**config.mk**
```make
export PLATFORM = sky130hd
export DESIGN_NAME = ctl_stage_tracker
export DESIGN_NICKNAME = d
export VERILOG_FILES = /design/src/rtl/ctl_stage_pkg.sv /design/src/rtl/ctl_stage_seq.sv /design/src/rtl/ctl_stage_irq.sv /design/src/rtl/ctl_stage_tracker.sv
export SDC_FILE = /design/constraint.sdc
export NUM_CORES = 1
export LEC_CHECK = 0
export BUFFER_PORTS_ARGS = -buffer_cell sky130_fd_sc_hd__buf_2
export CAP_MARGIN = 20
export CELL_PAD_IN_SITES_DETAIL_PLACEMENT = 0
export CELL_PAD_IN_SITES_GLOBAL_PLACEMENT = 1
export CORE_UTILIZATION = 27
export DETAILED_ROUTE_END_ITERATION = 12
export PLACE_DENSITY_LB_ADDON = 0.1
export SLEW_MARGIN = 20
export SYNTH_ARGS = -nofsm -noshare
export SYNTH_HDL_FRONTEND = slang
export SYNTH_SLANG_ARGS = --single-unit
```
**constraint.sdc**
```tcl
create_clock -name clk -period 2 [get_ports clk]
set_clock_uncertainty 0.2 [all_clocks]
set_input_delay 0.3 -clock clk [delete_from_list [all_inputs] [get_ports clk]]
set_output_delay 0.3 -clock clk [all_outputs]
set_load 0.03 [all_outputs]
```
**src/rtl/ctl_stage_pkg.sv**
```systemverilog
package ctl_stage_pkg;

    typedef enum logic [2:0] {
        STG_IDLE    = 3'b000,
        STG_RD_DATA = 3'b001,
        STG_RD_STAT = 3'b010,
        STG_WR_DATA = 3'b011,
        STG_WR_STAT = 3'b100,
        STG_ND_STAT = 3'b101,
        STG_SEQ_ERR = 3'b110
    } stage_e;

    localparam int CAUSE_N    = 4;
    localparam int CZ_WR_STAT = 0;
    localparam int CZ_RD_STAT = 1;
    localparam int CZ_DONE    = 2;
    localparam int CZ_ERR     = 3;

    typedef struct packed {
        stage_e stage;
        logic   armed;
    } seq_state_t;

    typedef struct packed {
        logic               setup_done;
        logic [CAUSE_N-1:0] hit;
    } cause_t;

    typedef struct packed {
        logic [CAUSE_N-1:0] en;
        logic               flag;
    } irq_state_t;

endpackage

```
**src/rtl/ctl_stage_seq.sv**
```systemverilog
module ctl_stage_seq
    import ctl_stage_pkg::*;
#(
    parameter int LEN_W = 16,
    parameter int RT_W  = 8
) (
    input  logic             clk,
    input  logic             rst_n,
    input  logic             tok_setup,
    input  logic             tok_in,
    input  logic             tok_out,
    input  logic             hs_ack,
    input  logic [RT_W-1:0]  req_type,
    input  logic [LEN_W-1:0] req_len,
    output stage_e           stage,
    output cause_t           cause
);
    localparam int DIR_BIT = RT_W - 1;

    seq_state_t s_d, s_q;
    logic       len_zero;
    logic       dir_to_host;

    assign len_zero    = (req_len == '0);
    assign dir_to_host = req_type[DIR_BIT];

    generate
        if (RT_W > 1) begin : g_rt_spare
            logic unused_rt;
            assign unused_rt = ^req_type[DIR_BIT-1:0];
        end
    endgenerate

    always_comb begin
        s_d   = s_q;
        cause = '0;
        if (tok_setup) begin
            s_d.stage = STG_IDLE;
            s_d.armed = 1'b1;
        end else begin
            unique case (s_q.stage)
                STG_IDLE: begin
                    if (tok_in || tok_out) begin
                        s_d.stage          = STG_SEQ_ERR;
                        s_d.armed          = 1'b0;
                        cause.hit[CZ_ERR]  = 1'b1;
                    end else if (hs_ack && s_q.armed) begin
                        s_d.armed        = 1'b0;
                        cause.setup_done = 1'b1;
                        if (len_zero)
                            s_d.stage = STG_ND_STAT;
                        else if (dir_to_host)
                            s_d.stage = STG_RD_DATA;
                        else
                            s_d.stage = STG_WR_DATA;
                    end
                end
                STG_RD_DATA: begin
                    if (tok_out) begin
                        s_d.stage             = STG_RD_STAT;
                        cause.hit[CZ_RD_STAT] = 1'b1;
                    end
                end
                STG_WR_DATA: begin
                    if (tok_in) begin
                        s_d.stage             = STG_WR_STAT;
                        cause.hit[CZ_WR_STAT] = 1'b1;
                    end
                end
                STG_RD_STAT: begin
                    if (tok_in) begin
                        s_d.stage         = STG_SEQ_ERR;
                        cause.hit[CZ_ERR] = 1'b1;
                    end else if (hs_ack) begin
                        s_d.stage          = STG_IDLE;
                        cause.hit[CZ_DONE] = 1'b1;
                    end
                end
                STG_WR_STAT, STG_ND_STAT: begin
                    if (tok_out) begin
                        s_d.stage         = STG_SEQ_ERR;
                        cause.hit[CZ_ERR] = 1'b1;
                    end else if (hs_ack) begin
                        s_d.stage          = STG_IDLE;
                        cause.hit[CZ_DONE] = 1'b1;
                    end
                end
                STG_SEQ_ERR: begin
                    s_d = s_q;
                end
                default: begin
                    s_d.stage = STG_IDLE;
                    s_d.armed = 1'b0;
                end
            endcase
        end
    end

    always_ff @(posedge clk or negedge rst_n) begin
        if (!rst_n) begin
            s_q.stage <= STG_IDLE;
            s_q.armed <= 1'b0;
        end else begin
            s_q <= s_d;
        end
    end

    assign stage = s_q.stage;

endmodule

```
**src/rtl/ctl_stage_irq.sv**
```systemverilog
module ctl_stage_irq
    import ctl_stage_pkg::*;
#(
    parameter int ADDR_W = 2,
    parameter int DATA_W = 8
) (
    input  logic               clk,
    input  logic               rst_n,
    input  cause_t             cause,
    input  logic               reg_wr,
    input  logic [ADDR_W-1:0]  reg_addr,
    input  logic [DATA_W-1:0]  reg_wdata,
    output logic               flag,
    output logic [CAUSE_N-1:0] en
);
    localparam logic [ADDR_W-1:0] ADR_EN   = '0;
    localparam logic [ADDR_W-1:0] ADR_FLAG = ADDR_W'(1);

    irq_state_t         r_d, r_q;
    logic [CAUSE_N-1:0] masked;
    logic               set_ev;
    logic               clr_ev;

    generate
        for (genvar k = 0; k < CAUSE_N; k++) begin : g_mask
            assign masked[k] = cause.hit[k] & r_q.en[k];
        end
        if (DATA_W > CAUSE_N) begin : g_wd_spare
            logic unused_wd;
            assign unused_wd = ^reg_wdata[DATA_W-1:CAUSE_N];
        end
    endgenerate

    always_comb begin
        r_d    = r_q;
        set_ev = cause.setup_done | (|masked);
        clr_ev = reg_wr && (reg_addr == ADR_FLAG) && !reg_wdata[0];
        if (reg_wr && (reg_addr == ADR_EN))
            r_d.en = reg_wdata[CAUSE_N-1:0];
        if (clr_ev)
            r_d.flag = 1'b0;
        if (set_ev)
            r_d.flag = 1'b1;
    end

    always_ff @(posedge clk or negedge rst_n) begin
        if (!rst_n) begin
            r_q.en   <= '0;
            r_q.flag <= 1'b0;
        end else begin
            r_q <= r_d;
        end
    end

    assign flag = r_q.flag;
    assign en   = r_q.en;

endmodule

```
**src/rtl/ctl_stage_tracker.sv**
```systemverilog
module ctl_stage_tracker
    import ctl_stage_pkg::*;
#(
    parameter int LEN_W  = 16,
    parameter int RT_W   = 8,
    parameter int ADDR_W = 2,
    parameter int DATA_W = 8
) (
    input  logic              clk,
    input  logic              rst_n,
    input  logic              tok_setup,
    input  logic              tok_in,
    input  logic              tok_out,
    input  logic              hs_ack,
    input  logic [RT_W-1:0]   req_type,
    input  logic [LEN_W-1:0]  req_len,
    input  logic              reg_wr,
    input  logic [ADDR_W-1:0] reg_addr,
    input  logic [DATA_W-1:0] reg_wdata,
    output logic [2:0]        stage,
    output logic              xfer_irq,
    output logic              seq_err,
    output logic [3:0]        cause_en
);
    stage_e stage_w;
    cause_t cause_w;

    ctl_stage_seq #(
        .LEN_W (LEN_W),
        .RT_W  (RT_W)
    ) u_seq (
        .clk       (clk),
        .rst_n     (rst_n),
        .tok_setup (tok_setup),
        .tok_in    (tok_in),
        .tok_out   (tok_out),
        .hs_ack    (hs_ack),
        .req_type  (req_type),
        .req_len   (req_len),
        .stage     (stage_w),
        .cause     (cause_w)
    );

    ctl_stage_irq #(
        .ADDR_W (ADDR_W),
        .DATA_W (DATA_W)
    ) u_irq (
        .clk       (clk),
        .rst_n     (rst_n),
        .cause     (cause_w),
        .reg_wr    (reg_wr),
        .reg_addr  (reg_addr),
        .reg_wdata (reg_wdata),
        .flag      (xfer_irq),
        .en        (cause_en)
    );

    assign stage   = stage_w;
    assign seq_err = (stage_w == STG_SEQ_ERR);

endmodule

```
==> results list <==
* Count of non-filler cells in the finished layout: 149
- The run finished with clean final reports.
- The synthesized design spends more area on one cell type than any other, namely dfrtp_1.
* Final hold viol count: 0
* Fraction of registers with async set or reset after synthesis: 100%
- Fraction of layout instances using a drive strength above 1: between 40% and 50%
- Die Width: 53.4 um
* Netlist cell types: 39
* Count of max-cap constraint violations: 0
- Setup violations remaining at the end of the flow were counted as 0.
- After clock tree synthesis, the clock-pin slew on the worst setup and hold paths is 60 ps.
* Maximum resistive drop on vdd: 587 uV
- In this run the number of H-tree levels came out at 1.
- Storage element area: 225 sq um
- The number of antenna violations at the first check in global routing was 0.
* DR pass1 iterations: 4
- Pin count of the biggest net entering global routing: 12
- Total power divided by cell area: 1090 nW/um^2
* Most common library cell in the layout ignoring fill and taps: buf_2
- The floorplan step set the die height to 53.4 um.
* Final critical path time including I/O delays and setup: 1790 ps
- STA classifies the critical path endpoint as a register.
- Final standard cell area without fillers: slightly below 1000 sq um
- Data arrives at the worst endpoint at 1730 ps.
* Global-route wire length before repair: ~3100 um
- Setup repair after global routing left no endpoint under its margin.
- Vias in the first global route: 686
- CP Class: reg2reg
- Dividing the detail-routed via count by the number of cells gives 4.94.
- Instance count after placement with tap cells included: 144
- Net count after synthesis: 120
- Cells along the critical path: or4_4 > nor2_8 > a2111oi_4 > a32o_1
* Hold path startpoint: reg_wdata[1]
- The first routing iteration left 11 violations.
* Syn Inst Count: 79
- FP Rows: 18
- Share of the synthesized area in the top cell type: a little under a third
* Floorplan Core Area: 2480 sq um
* Routability Congestion: 0.763
- Longest Clk Path Bufs: 2
- Pin placement for this block handled 50 I/O pins.
- Part of the cycle the worst path needs: 89.3%
- Once placement finished, the instance area stood at 925 sq um.
* Area of combinational cells with multiple inputs: between 400 and 500 sq um
* DR DRC count: 0
- After synthesis, the mean cell area works out to 9.03 sq um.
- Largest delay contributor family on the critical path: simple AND/OR/NAND/NOR gates
- For this configuration, the core starts out at a cell density of 28.8%.
* Top area cells in the synthesized netlist: dfrtp_1, nand2b_1, a2111oi_4, nor4_1, o21ai_0
* Global routing usage summed across all routing layers: 15.3%
* Flip-flop and latch count after synthesis: 9
- Clock tree synthesis inserted a total of 3 buffers.
* Wire length reported by the detailed router: 1890 um
- In this run the post-CTS setup repair buffer count came out at 0.
- In the post-route analysis, the smallest setup slack over all paths is 215 ps.
* Number of sinks on the clock net: 9
- Of all nets on the critical path, the largest fanout is 4.
- The worst setup path is launched from a register.
- Filler Cells Inserted: between 200 and 300
- Drt wl/cell: roughly 13 um
- The HPWL after detailed placement is ~1600 um.
- Number of enable-type register cells in the synthesized netlist: 0
- The most used flip-flop cell after synthesis is dfrtp_1.
* Number of antenna-violating nets in the routed design: 0
- Required time of the critical path: around 1900 ps
- Startpoint of the worst register-to-register path: u_seq.stage[1]
- Leading cell types in the layout, fill and taps excluded: buf_2, dfrtp_1, nand2b_1, nor2_1, o21ai_0
- Path type of the worst min-delay path: in2reg
- Transition time at the pin with the least slew margin: 378 ps
- Peak clock frequency supported by timing: 0.560 GHz
* CTS root buffer: clkbuf_4
* Total Neg Setup Slack: 0 ps
- The slowest stage of the critical path is the or4_4 cell.
* Clock latency of the later-clocked register in the worst-skew pair: 250 ps
- Prior to clock tree synthesis, the placed netlist has a worst setup slack of 215 ps.
- Die Footprint: approximately 2900 sq um
- The max-slew violation total from the final report came to 0.
* Net count of the finished layout: 161
- First element of the critical path: u_seq.stage[1]
- Measured on the finished design, the core utilization comes to 38.8%.
- The largest single stage delay on the critical path is 610 ps.
- The cell area that synthesis handed to floorplanning was approximately 710 sq um.
- Relative max-transition margin: between 70% and 80%
- Static leakage power: 0.463 nW
- Worst Path Buf+Inv: 0
* Layout Area Growth over Synthesis: 34.7%
- Number of inserted diodes: 0
- During synthesis, Yosys emitted a total of 0 warnings.
* Leftover overflow at the end of global routing: 0
- For this block, the via count after detailed routing is 736.
- TritonCTS built the clock tree.
- Port buffering added 38 buffers.
* Share of the yosys chip area belonging to registers: 31.6%
## registers in the layout, summed over array words and instances, names as in the netlist
signal and flops:
u_seq.stage 3, u_irq.flag 1, u_seq.s_q 1, u_irq.en 4
## metal layers
layer  routed length [um]  global-route usage [%]  share of wire, %
met1                  869                    18.4                46
met2                  942                    26.0                50
met3                   83                    5.46               4.4
met4                    0                    2.63                 0
met5                    0                       0                 0
## final cells by class
cell class / count / share of cell area, %
Multi-Input combinational cell: 59 / 44.4
Timing Repair Buffer: 43 / 24.0
Sequential cell: 9 / 23.4
Tap cell: 30 / 3.91
Clock buffer: 4 / 2.73
Inverter: 4 / 1.56
## power breakdown
| group | leakage (nW) | internal [W] | switching, W |
|---|---|---|---|
| combinational | 0.340 | 0.000255 | 0.000370 |
| sequential | 0.108 | 0.000236 | 0.0000478 |
| clock | 0.0150 | 0.0000765 | 0.0000580 |
## worst paths after layout
kind | endpoint | slack [ps] | cells past startpoint
max in group asynchronous | u_irq.en[3] | 1200 | 2
min in group asynchronous | u_seq.stage[1] | 220 | 2
max | u_seq.stage[0] | 210 | 4
min reg2reg | u_seq.s_q[0] | 300 | 1
min | u_irq.en[1] | 50 | 3
max reg2reg | u_seq.stage[0] | 210 | 4
## per-stage QoR
| stage | total power [W] | hold WS [ps] |
|---|---|---|
| floorplan | 0.000748 | -196 |
| global placement | 0.000911 | -36.2 |
| detailed placement | 0.000913 | -37.9 |
| finish | 0.00104 | 54.3 |
| global route | 0.00114 | 54.7 |
| CTS | 0.00105 | 47.5 |
## cells by family after synthesis
logic type	Yosys count	synth area share, %
and+or+nand+nor	32	28.1
AOI/OAI and AO/OA	24	27.2
buffers and inverters	11	8.60
DFF	9	31.6
muxes	3	4.56
## worst min-delay path: cells and delay by family
kind | cells | cell delay (ps)
AND/OR/NAND/NOR | 1 | 40
AO/OA/AOI/OAI | 1 | 60
buffers and inverters | 1 | 70
## what timing repair did
item / in CTS / in global routing
gates resized for setup: 0 / 0
hold endpoints to repair: 9 / 0
hold buffers: 1 / 0
## Yosys cell counts (all sizes together), types with 3 or more instances
cell    number
nand2b       6
dfrtp        9
nor3         3
a21oi        3
nor2b        3
nor2         6
buf          5
o21ai        6
inv          4
nand2        4
nor4         4
Note: power is estimated with default switching activity, not from simulation.
